**config.mk**
```make
export PLATFORM = sky130hd
export DESIGN_NAME = flash_poll_status
export DESIGN_NICKNAME = d
export VERILOG_FILES = /design/src/rtl/flash_poll_pkg.sv /design/src/rtl/poll_ctrl.sv /design/src/rtl/poll_addr_match.sv /design/src/rtl/poll_read_mux.sv /design/src/rtl/flash_poll_status.sv
export SDC_FILE = /design/constraint.sdc
export NUM_CORES = 1
export LEC_CHECK = 0
export BUFFER_PORTS_ARGS = -buffer_cell sky130_fd_sc_hd__buf_4
export CAP_MARGIN = 10
export CORE_UTILIZATION = 43
export CTS_CLUSTER_DIAMETER = 50
export DETAILED_ROUTE_END_ITERATION = 10
export PLACE_DENSITY = 0.68
export SYNTH_ARGS = -nofsm -noshare
export SYNTH_HDL_FRONTEND = slang
export SYNTH_SLANG_ARGS = --single-unit
```
**constraint.sdc**
```tcl
create_clock -name clk -period 2.5 [get_ports clk]
set_input_delay 0 -clock clk [delete_from_list [all_inputs] [get_ports clk]]
set_output_delay 0 -clock clk [all_outputs]
set_load 0.1 [all_outputs]
```
**src/rtl/flash_poll_pkg.sv**
```systemverilog
package flash_poll_pkg;

    typedef enum logic [1:0] {
        OP_PGM  = 2'b00,
        OP_SER  = 2'b01,
        OP_CHP  = 2'b10,
        OP_NONE = 2'b11
    } op_kind_e;

    typedef enum logic [1:0] {
        ST_IDLE = 2'b00,
        ST_PGM  = 2'b01,
        ST_ERS  = 2'b10,
        ST_PROT = 2'b11
    } poll_st_e;

    function automatic int max_i(input int a, input int b);
        return (a > b) ? a : b;
    endfunction

    // microseconds to cycles, never below one cycle
    function automatic int us_cycles(input int mhz, input int us);
        return (mhz * us < 1) ? 1 : mhz * us;
    endfunction

    // width of a down-counter that starts at lim-1
    function automatic int cnt_bits(input int lim);
        return (lim < 3) ? 1 : $clog2(lim);
    endfunction

endpackage

```
**src/rtl/poll_ctrl.sv**
```systemverilog
module poll_ctrl
    import flash_poll_pkg::*;
#(
    parameter int AW      = 19,
    parameter int NSEC    = 8,
    parameter int PGM_LIM = 100,
    parameter int ERS_LIM = 5000,
    parameter int CW      = 13
) (
    input  logic            clk,
    input  logic            rst,
    input  logic            op_start,
    input  logic [1:0]      op_kind,
    input  logic [AW-1:0]   op_addr,
    input  logic            prog_msb,
    input  logic [NSEC-1:0] sel_mask,
    input  logic [NSEC-1:0] prot_mask,
    input  logic            op_done,
    input  logic            suspend,
    input  logic            lag_take,
    output poll_st_e        st,
    output logic [CW-1:0]   cnt,
    output logic [AW-1:0]   ctx_addr,
    output logic [NSEC-1:0] ctx_vmask,
    output logic            ctx_prog,
    output logic            ctx_true7,
    output logic            lag,
    output logic            ready
);
    localparam int SW = $clog2(NSEC);

    logic [SW-1:0]   op_sec;
    logic [NSEC-1:0] ser_eff;
    logic [NSEC-1:0] chp_eff;
    logic            go;
    poll_st_e        nxt;
    logic [CW-1:0]   lim_ld;
    logic [NSEC-1:0] vm_ld;
    logic            prog_ld;
    logic            t7_ld;

    assign op_sec  = op_addr[AW-1 -: SW];
    assign ser_eff = sel_mask & ~prot_mask;
    assign chp_eff = ~prot_mask;

    // decode of the command being launched
    always_comb begin
        go      = 1'b0;
        nxt     = ST_IDLE;
        lim_ld  = '0;
        vm_ld   = '0;
        prog_ld = 1'b0;
        t7_ld   = 1'b1;
        case (op_kind_e'(op_kind))
            OP_PGM: begin
                go      = 1'b1;
                prog_ld = 1'b1;
                t7_ld   = prog_msb;
                if (prot_mask[op_sec]) begin
                    nxt    = ST_PROT;
                    lim_ld = CW'(PGM_LIM - 1);
                end else begin
                    nxt = ST_PGM;
                end
            end
            OP_SER: begin
                go    = 1'b1;
                vm_ld = sel_mask;
                if (ser_eff == '0) begin
                    nxt    = ST_PROT;
                    lim_ld = CW'(ERS_LIM - 1);
                end else begin
                    nxt = ST_ERS;
                end
            end
            OP_CHP: begin
                go = 1'b1;
                if (chp_eff == '0) begin
                    nxt    = ST_PROT;
                    lim_ld = CW'(ERS_LIM - 1);
                    vm_ld  = '1;
                end else begin
                    nxt   = ST_ERS;
                    vm_ld = chp_eff;
                end
            end
            default: go = 1'b0;
        endcase
    end

    always_ff @(posedge clk) begin
        if (rst) begin
            st        <= ST_IDLE;
            cnt       <= '0;
            ctx_addr  <= '0;
            ctx_vmask <= '0;
            ctx_prog  <= 1'b0;
            ctx_true7 <= 1'b0;
            lag       <= 1'b0;
        end else begin
            case (st)
                ST_IDLE: begin
                    if (op_start && go) begin
                        st        <= nxt;
                        cnt       <= lim_ld;
                        ctx_addr  <= op_addr;
                        ctx_vmask <= vm_ld;
                        ctx_prog  <= prog_ld;
                        ctx_true7 <= t7_ld;
                        lag       <= 1'b0;
                    end else if (lag_take) begin
                        lag <= 1'b0;
                    end
                end
                ST_PGM, ST_ERS: begin
                    if (op_done) begin
                        st  <= ST_IDLE;
                        lag <= 1'b1;
                    end
                end
                ST_PROT: begin
                    if (cnt == '0) st <= ST_IDLE;
                    else           cnt <= cnt - 1'b1;
                end
                default: st <= ST_IDLE;
            endcase
        end
    end

    assign ready = (st == ST_IDLE) || ((st == ST_ERS) && suspend);

endmodule

```
**src/rtl/poll_addr_match.sv**
```systemverilog
module poll_addr_match #(
    parameter int AW   = 19,
    parameter int NSEC = 8
) (
    input  logic [AW-1:0]   rd_addr,
    input  logic [AW-1:0]   ctx_addr,
    input  logic [NSEC-1:0] ctx_vmask,
    input  logic            ctx_prog,
    output logic            hit
);
    localparam int SW = $clog2(NSEC);

    logic [SW-1:0] rd_sec;
    assign rd_sec = rd_addr[AW-1 -: SW];

    // program polls one address, erase polls whole sectors
    assign hit = ctx_prog ? (rd_addr == ctx_addr) : ctx_vmask[rd_sec];

endmodule

```
**src/rtl/poll_read_mux.sv**
```systemverilog
module poll_read_mux
    import flash_poll_pkg::*;
#(
    parameter int DW = 8
) (
    input  poll_st_e        st,
    input  logic            suspend,
    input  logic            lag,
    input  logic            hit,
    input  logic            rd_en,
    input  logic            ctx_true7,
    input  logic [DW-1:0]   array_data,
    output logic [DW-1:0]   rd_data,
    output logic            lag_take
);
    logic busy_stat;
    logic final_stat;

    assign busy_stat  = (st == ST_PGM) || (st == ST_PROT) ||
                        ((st == ST_ERS) && !suspend);
    assign final_stat = ((st == ST_ERS) && suspend) ||
                        ((st == ST_IDLE) && lag);

    always_comb begin
        if (!rd_en)
            rd_data = '0;
        else if (hit && busy_stat)
            rd_data = {~ctx_true7, {(DW-1){1'b0}}};
        else if (hit && final_stat)
            rd_data = {ctx_true7, {(DW-1){1'b0}}};
        else
            rd_data = array_data;
    end

    assign lag_take = rd_en && hit && lag && (st == ST_IDLE);

endmodule

```
**src/rtl/flash_poll_status.sv**
```systemverilog
module flash_poll_status
    import flash_poll_pkg::*;
#(
    parameter int AW          = 19,
    parameter int DW          = 8,
    parameter int NSEC        = 8,
    parameter int CLK_MHZ     = 50,
    parameter int PGM_PROT_US = 2,
    parameter int ERS_PROT_US = 100
) (
    input  logic            clk,
    input  logic            rst,
    input  logic            op_start,
    input  logic [1:0]      op_kind,
    input  logic [AW-1:0]   op_addr,
    input  logic            prog_msb,
    input  logic [NSEC-1:0] sel_mask,
    input  logic [NSEC-1:0] prot_mask,
    input  logic            suspend,
    input  logic            op_done,
    input  logic            rd_en,
    input  logic [AW-1:0]   rd_addr,
    input  logic [DW-1:0]   array_data,
    output logic [DW-1:0]   rd_data,
    output logic            ready
);
    localparam int PGM_LIM = us_cycles(CLK_MHZ, PGM_PROT_US);
    localparam int ERS_LIM = us_cycles(CLK_MHZ, ERS_PROT_US);
    localparam int CW      = cnt_bits(max_i(PGM_LIM, ERS_LIM));

    poll_st_e        st;
    logic [CW-1:0]   cnt;
    logic [AW-1:0]   ctx_addr;
    logic [NSEC-1:0] ctx_vmask;
    logic            ctx_prog;
    logic            true7;
    logic            lag;
    logic            hit;
    logic            lag_take;

    poll_ctrl #(
        .AW(AW), .NSEC(NSEC), .PGM_LIM(PGM_LIM), .ERS_LIM(ERS_LIM), .CW(CW)
    ) u_ctrl (
        .clk(clk), .rst(rst),
        .op_start(op_start), .op_kind(op_kind), .op_addr(op_addr),
        .prog_msb(prog_msb), .sel_mask(sel_mask), .prot_mask(prot_mask),
        .op_done(op_done), .suspend(suspend), .lag_take(lag_take),
        .st(st), .cnt(cnt), .ctx_addr(ctx_addr), .ctx_vmask(ctx_vmask),
        .ctx_prog(ctx_prog), .ctx_true7(true7), .lag(lag), .ready(ready)
    );

    poll_addr_match #(.AW(AW), .NSEC(NSEC)) u_match (
        .rd_addr(rd_addr), .ctx_addr(ctx_addr), .ctx_vmask(ctx_vmask),
        .ctx_prog(ctx_prog), .hit(hit)
    );

    poll_read_mux #(.DW(DW)) u_mux (
        .st(st), .suspend(suspend), .lag(lag), .hit(hit), .rd_en(rd_en),
        .ctx_true7(true7), .array_data(array_data),
        .rd_data(rd_data), .lag_take(lag_take)
    );

endmodule

```
==> out/results.tsv, run 1 <==
stage	metric	value	unit
critical_path	CP max FO	13	
synthesis	Post-synth EDFFs	0	
cts	clock latency on the worst-skew pair	0.29	ns
timing	setup tns final	0	ns
synthesis	asr flop ratio synth	0	%
grt	vias in the first global route	2617	
pwr	PwrDens	550.5	nW/um^2
cts	Post-CTS Resized	0	
detailed_routing	Post-DRT Antenna Nets	0	
layout	antenna diode count	0	
floorplan	Die ar.	6791	sq um
placement	Port Buffers	79	
pwr	IR drop worst, VDD	320.7	uV
detailed_routing	vias post-DR	2863	
layout	Design Area, Final	3751	sq um
worst_hold_path	Hold Path Depth	3	
timing	max_slew headroom	61.79	%
detailed_routing	1st-pass router iterations	4	
synthesis	synthesized area	2780	sq um
timing	Slew Limit Fails	0	
grt	largest net degree at the start of global routing	43	
placement	HPWL after DPL	5487	um
cts	maximum clock path buffer count	2	
timing	Layout Skew	0.002257	ns
critical_path	WS Path Type	flop to primary output	
critical_path	Worst Setup End Kind	primary output	
synthesis	Seq/Total Area, Yosys	32.40	%
floorplan	chip width	82.41	um
timing	clock period minus worst slack	2.244	ns
placement	Placed Cells	494	
synthesis	Synth area leaders	dfxtp_1, nand2_1, xor2_1	
cts	TritonCTS buffer count	5	
status	status	finished clean	
cts	root buffer cell	clkbuf_8	
cts	H-tree Lvls	2	
synthesis	Yosys top cell area share	32.40	%
synthesis	Syn Inst Count	351	
detailed_routing	DRC violations left	0	
synthesis	top cell type by total area after synthesis	dfxtp_1	
floorplan	IO Count	80	
floorplan	Site Rows	28	
grt	first-pass GRT wire length	11590	um
timing	Final WS setup	0.2557	ns
layout	fin nets	527	
synthesis	YS warnings	0	
detailed_routing	WL/cell	14.25	um
placement	GP Congestion	0.9326	
run	# Max-Cap Violations	0	
critical_path	CP Launch Type	flop	
timing	actual slew at the worst max-slew pin	0.5680	ns
timing	# setup viols final	0	
timing	Fin. Hold Viols	0	
pwr	Leakage	0.001623	uW
critical_path	CP required	2.50	ns
layout	Fill cells	565	
grt	GRT Overall Usage	22.26	%
floorplan	Std-Cell Core Area	6061	sq um
critical_path	Worst EP arrival	2.24	ns
cts	CTS tree	yes	
cts	CTS sink count	45	
synthesis	syn_area_per_cell	7.921	sq um
layout	Post-Route Utilization	61.89	%
synthesis	Synthesized Nets	431	
detailed_routing	Vias/cell	5.474	
floorplan	Die H	82.41	um
placement	DP Worst Slack	0.4867	ns
timing	RSZ-0062 raised after global routing	false	
detailed_routing	Routed WL	7453	um
detailed_routing	iteration-0 DRC count of the detailed router	204	
synthesis	Seq cells post-synth	45	
layout	fin cells	523	
cts	Clock Pin Slew Worst Setup and Hold Paths	0.08	ns
synthesis	Synth Flop Type	dfxtp_1	
worst_hold_path	HP Class	input pin to flop	
grt	gr ovfl total	0	
critical_path	R2R cell count	7	
layout	area growth from synthesis to layout	34.92	%
placement	Post-DP Area	3427	sq um
synthesis	Yosys cell types	55	
layout	ratio of cells with drive above 1 in the final layout	24.78	%
timing	fmax	445.6	MHz
floorplan	Initial Util	45.87	%
grt	initial antenna violation count	0	
timing	fin crit share	89.77	%
-- Yosys cell counts, drive strengths merged, types with 3 or more instances --
cell type and count:
a21oi 29, a221o 8, a22oi 9, a31oi 5
buf 5, clkbuf 9, dfxtp 45, ha 9
inv 27, mux2 4, mux2i 4, nand2 53
nand2b 7, nand3 7, nand4 4, nand4b 3
nor2 33, nor2b 3, nor3 9, nor4 10
o21ai 12, or2 3, xnor2 3, xor2 20
-- metrics by stage --
step                      power (uW)  hold slack [ns]
after global routing            2180          0.05944
after CTS                       2074          0.02243
after floorplan                 1272           0.1360
after detailed placement        1484           0.2559
final                           2065          0.03452
after global placement          1471           0.2489
-- layer usage --
metal | GRT usage (%) | part of all wire [%] | up-vias
met2 | 39.26 | 46 | 100
li1 | - | - | 1432
met5 | 0 | 0 | -
met3 | 3.297 | 6.3 | 6
met1 | 28.31 | 47 | 1325
met4 | 5.263 | 0.94 | 0
-- placed cells by master (no fill, tap or decap), types with 3 or more instances in the layout --
cell           count
a21oi_1           28
a221o_1            8
a22oi_1            9
a31oi_1            5
buf_4             83
clkbuf_8           6
dfxtp_1           45
dlygate4sd3_1     20
ha_1               9
inv_1             27
mux2_2             4
mux2i_1            4
nand2_1           52
nand2b_1           6
nand3_1            7
nand4_1            3
nand4b_1           3
nor2_1            33
nor2b_1            3
nor3_1             9
nor4_1             6
nor4_2             3
o21ai_0           12
xnor2_1            3
xor2_1            20
-- final timing paths --
kind | startpoint | endpoint | slack [ns]
worst max-delay path | u_ctrl.st[0]$_SDFFE_PP0P_ | rd_data[5] | 0.26
worst min-delay path | rd_en | u_ctrl.lag$_SDFFE_PP0P_ | 0.03
worst max register to register | u_ctrl.cnt[0]$_SDFFE_PP0P_ | u_ctrl.cnt[7]$_SDFFE_PP0P_ | 0.51
worst min register to register | u_ctrl.ctx_addr[12]$_SDFFE_PP0P_ | u_ctrl.ctx_addr[12]$_SDFFE_PP0P_ | 0.47
-- registers in the layout, summed over array words and instances (netlist names) --
register and flops:
u_ctrl.cnt 13, u_ctrl.ctx_true7 1, u_ctrl.ctx_prog 1, u_ctrl.ctx_vmask 8, u_ctrl.st 2, u_ctrl.lag 1, u_ctrl.ctx_addr 19
-- power by group --
part           total (uW)  internal [uW]  switching, uW  leakage, uW
Combinational         676            291            385      0.00120
Clock                 569            326            243    0.0000585
Sequential            821            770           50.7     0.000367
-- final cells by class --
class / instances / area, sq um / share of cell area (%)
inverters: 27 / 101.3 / 2.702
clock inverters: 1 / 30.03 / 0.8005
well taps: 75 / 93.84 / 2.502
repair buffers: 103 / 823.3 / 21.95
multi-input cells: 265 / 1715 / 45.73
clock buffers: 7 / 86.33 / 2.302
flip-flops and latches: 45 / 900.9 / 24.02
-- cell families after synthesis --
kind of cell | count (synthesis) | share of synthesized area (%)
xor gates and xnor gates | 23 | 7.246
buffers and inverters | 41 | 5.896
and+or+nand+nor | 143 | 26.60
AOI/OAI and AO/OA | 82 | 20.75
DFF | 45 | 32.40
muxes | 8 | 3.060
adders and majority gates | 9 | 4.050
-- worst max-delay path: stages, from the launching register on --
cell,delay (ns)
dfxtp_1,0.34
ha_1,0.39
nor3_1,0.30
a21oi_1,0.10
o31ai_1,0.10
o211ai_1,0.15
buf_4,0.18
nor2_1,0.09
buf_4,0.29
-- timing repair --
action / 4_1_cts / 5_1_grt
hold buffers: 20 / 0
setup buffers: 0 / 1
hold endpoints to repair: 20 / 0
endpoints found under the setup margin: 0 / 7
Note: power is estimated with default switching activity, not from simulation.
==> inputs of run 2 (changes only) <==
--- a/config.mk
+++ b/config.mk
@@ -10,7 +10,7 @@
 export CORE_UTILIZATION = 43
 export CTS_CLUSTER_DIAMETER = 50
 export DETAILED_ROUTE_END_ITERATION = 10
-export PLACE_DENSITY = 0.68
+export PLACE_DENSITY_LB_ADDON = 0.2
 export SYNTH_ARGS = -nofsm -noshare
 export SYNTH_HDL_FRONTEND = slang
 export SYNTH_SLANG_ARGS = --single-unit
==> run 2 against run 1 <==
  * Critical path depth stayed put
  * Clock-buffer cell count decreased by 2
  * Total power is 4.7% higher
  * Worst hold slack better by 0.010 ns
  * Combinational power shrank 0.6%
  * Global-route usage down 0.31 points
  * Critical endpoint is now rd_data[2]
  * Largest cell class unchanged
==> out/results.tsv, run 2 (synthesis results as in run 1) <==
stage	metric	value	unit
status	status	finished clean	
cts	Clock Pin Slew Worst Setup and Hold Paths	0.09	ns
timing	max_slew headroom	62.21	%
timing	RSZ-0062 raised after global routing	false	
detailed_routing	WL met2	3152	um
grt	initial antenna violation count	0	
critical_path	critical-path cell list	inv_1 -> ha_1 -> nor3_1 -> a21oi_1 -> o31ai_1 -> o211ai_1 -> nor2_1 -> buf_4	
placement	DP Worst Slack	0.4982	ns
run	# Max-Cap Violations	0	
cts	maximum clock path buffer count	2	
timing	# setup viols final	0	
pwr	IR drop worst, VDD	326.4	uV
layout	number of flip-flops in the largest register	19	
critical_path	slowest stage delay, CP	0.39	ns
timing	clock period minus worst slack	2.257	ns
floorplan	Die ar.	6791	sq um
timing	setup tns final	0	ns
layout	fin nets	525	
detailed_routing	vias post-DR	2815	
pwr	total chip power	2162	uW
critical_path	CP required	2.50	ns
layout	most common cell after layout, fill and taps aside	buf_4	
detailed_routing	DRC violations left	0	
detailed_routing	iteration-0 DRC count of the detailed router	146	
grt	largest net degree at the start of global routing	43	
detailed_routing	WL met3	560	um
cts	H-tree Lvls	2	
critical_path	CP max FO	7	
timing	Layout Skew	0.008734	ns
timing	fmax	443.0	MHz
floorplan	Site Rows	28	
grt	vias in the first global route	2523	
critical_path	Buf/Inv on CP	2	
worst_hold_path	HP Class	input pin to flop	
timing	Final WS setup	0.2429	ns
floorplan	Die H	82.41	um
floorplan	chip width	82.41	um
critical_path	Worst Setup End Kind	primary output	
placement	Placed Cells	493	
layout	fin cells	521	
floorplan	Initial Util	45.87	%
critical_path	CP Launch Type	flop	
critical_path	delay-heaviest family, CP	compound AO/OA/AOI/OAI gates	
grt	gr ovfl total	0	
critical_path	Worst EP arrival	2.26	ns
layout	most frequent cells in the layout	buf_4, nand2_1, dfxtp_1, nor2_1, a21oi_1	
timing	actual slew at the worst max-slew pin	0.5617	ns
detailed_routing	Vias/cell	5.403	
cts	CTS sink count	45	
critical_path	WS Path Type	flop to primary output	
critical_path	slowest CP cell	dfxtp_1	
layout	Regs by FF count	u_ctrl.ctx_addr (19), u_ctrl.cnt (13), u_ctrl.ctx_vmask (8)	
cts	TritonCTS buffer count	5	
placement	Post-DP Area	3420	sq um
detailed_routing	Routed WL	7192	um
floorplan	IO Count	80	
layout	area growth from synthesis to layout	35.37	%
cts	root buffer cell	clkbuf_8	
timing	Slew Limit Fails	0	
cts	clock latency on the worst-skew pair	0.30	ns
detailed_routing	Post-DRT Antenna Nets	0	
placement	HPWL after DPL	5180	um
timing	Fin. Hold Viols	0	
layout	ratio of cells with drive above 1 in the final layout	24.89	%
layout	Design Area, Final	3764	sq um
grt	first-pass GRT wire length	11400	um
detailed_routing	M1 WL	3392	um
floorplan	Std-Cell Core Area	6061	sq um
cts	CTS tree	yes	
grt	GRT Overall Usage	21.95	%
detailed_routing	1st-pass router iterations	4	
pwr	PwrDens	574.4	nW/um^2
layout	Biggest register	u_ctrl.ctx_addr	
layout	antenna diode count	0	
timing	fin crit share	90.28	%
detailed_routing	Max Used Layer	met4	
pwr	Leakage	0.001622	uW
detailed_routing	WL/cell	13.80	um
placement	GP Congestion	0.9486	
placement	Port Buffers	79	
[run 2: changes by cell type in the layout (fill, tap and decap cells not counted)]
cell       delta
buf_4         -3
buf_6         +1
bufinv_16     +1
clkbuf_1      -1
clkbuf_8      -1
ha_1          -1
ha_2          +1
inv_6         +1
[run 2: final timing paths]
check	from	end	slack (ns)	cells past startpoint
setup reg to reg	u_ctrl.cnt[0]$_SDFFE_PP0P_	u_ctrl.cnt[7]$_SDFFE_PP0P_	0.51	7
hold / removal	rd_en	u_ctrl.lag$_SDFFE_PP0P_	0.04	3
setup / recovery	u_ctrl.st[0]$_SDFFE_PP0P_	rd_data[2]	0.24	8
hold reg to reg	u_ctrl.ctx_addr[17]$_SDFFE_PP0P_	u_ctrl.ctx_addr[17]$_SDFFE_PP0P_	0.47	2
[run 2: tightest hold or removal path: cells and delay by family]
kind	cells	cell delay [ns]
AOI/OAI and AO/OA	1	0.12
and+or+nand+nor	1	0.07
buffers and inverters	1	0.12
[run 2: timing repair]
item,4_1_cts,5_1_grt
resized for setup,0,2
setup endpoints to repair,0,7
hold buffers,20,0
buffers inserted,0,0
hold endpoints to repair,20,0
[run 2: final cells by class]
type / count / area, sq um
Fill cell: 549 / 2297
Clock buffer: 5 / 68.82
Clock inverter: 3 / 68.82
Sequential cell: 45 / 900.9
Multi-Input combinational cell: 265 / 1718
Inverter: 27 / 101.3
Tap cell: 75 / 93.84
Timing Repair Buffer: 101 / 812.0
[run 2: power by group]
| part | internal, uW | switching, uW |
|---|---|---|
| sequential | 770 | 49.4 |
| combinational | 290 | 382 |
| clock | 402 | 268 |
[run 2: stage by stage]
stage | utilization, % | hold WS, ns
global placement | 56.42 | 0.2490
global route | 62.10 | 0.04569
CTS | 61.99 | 0.03507
floorplan | - | 0.1360
finish | 62.10 | 0.04457
detailed placement | 56.42 | 0.2585
[run 2: metal layers]
layer	global-route usage, %	vias up
li1	-	1432
met1	29.31	1272
met2	35.79	103
met3	4.176	8
met4	6.316	0
met5	0	-
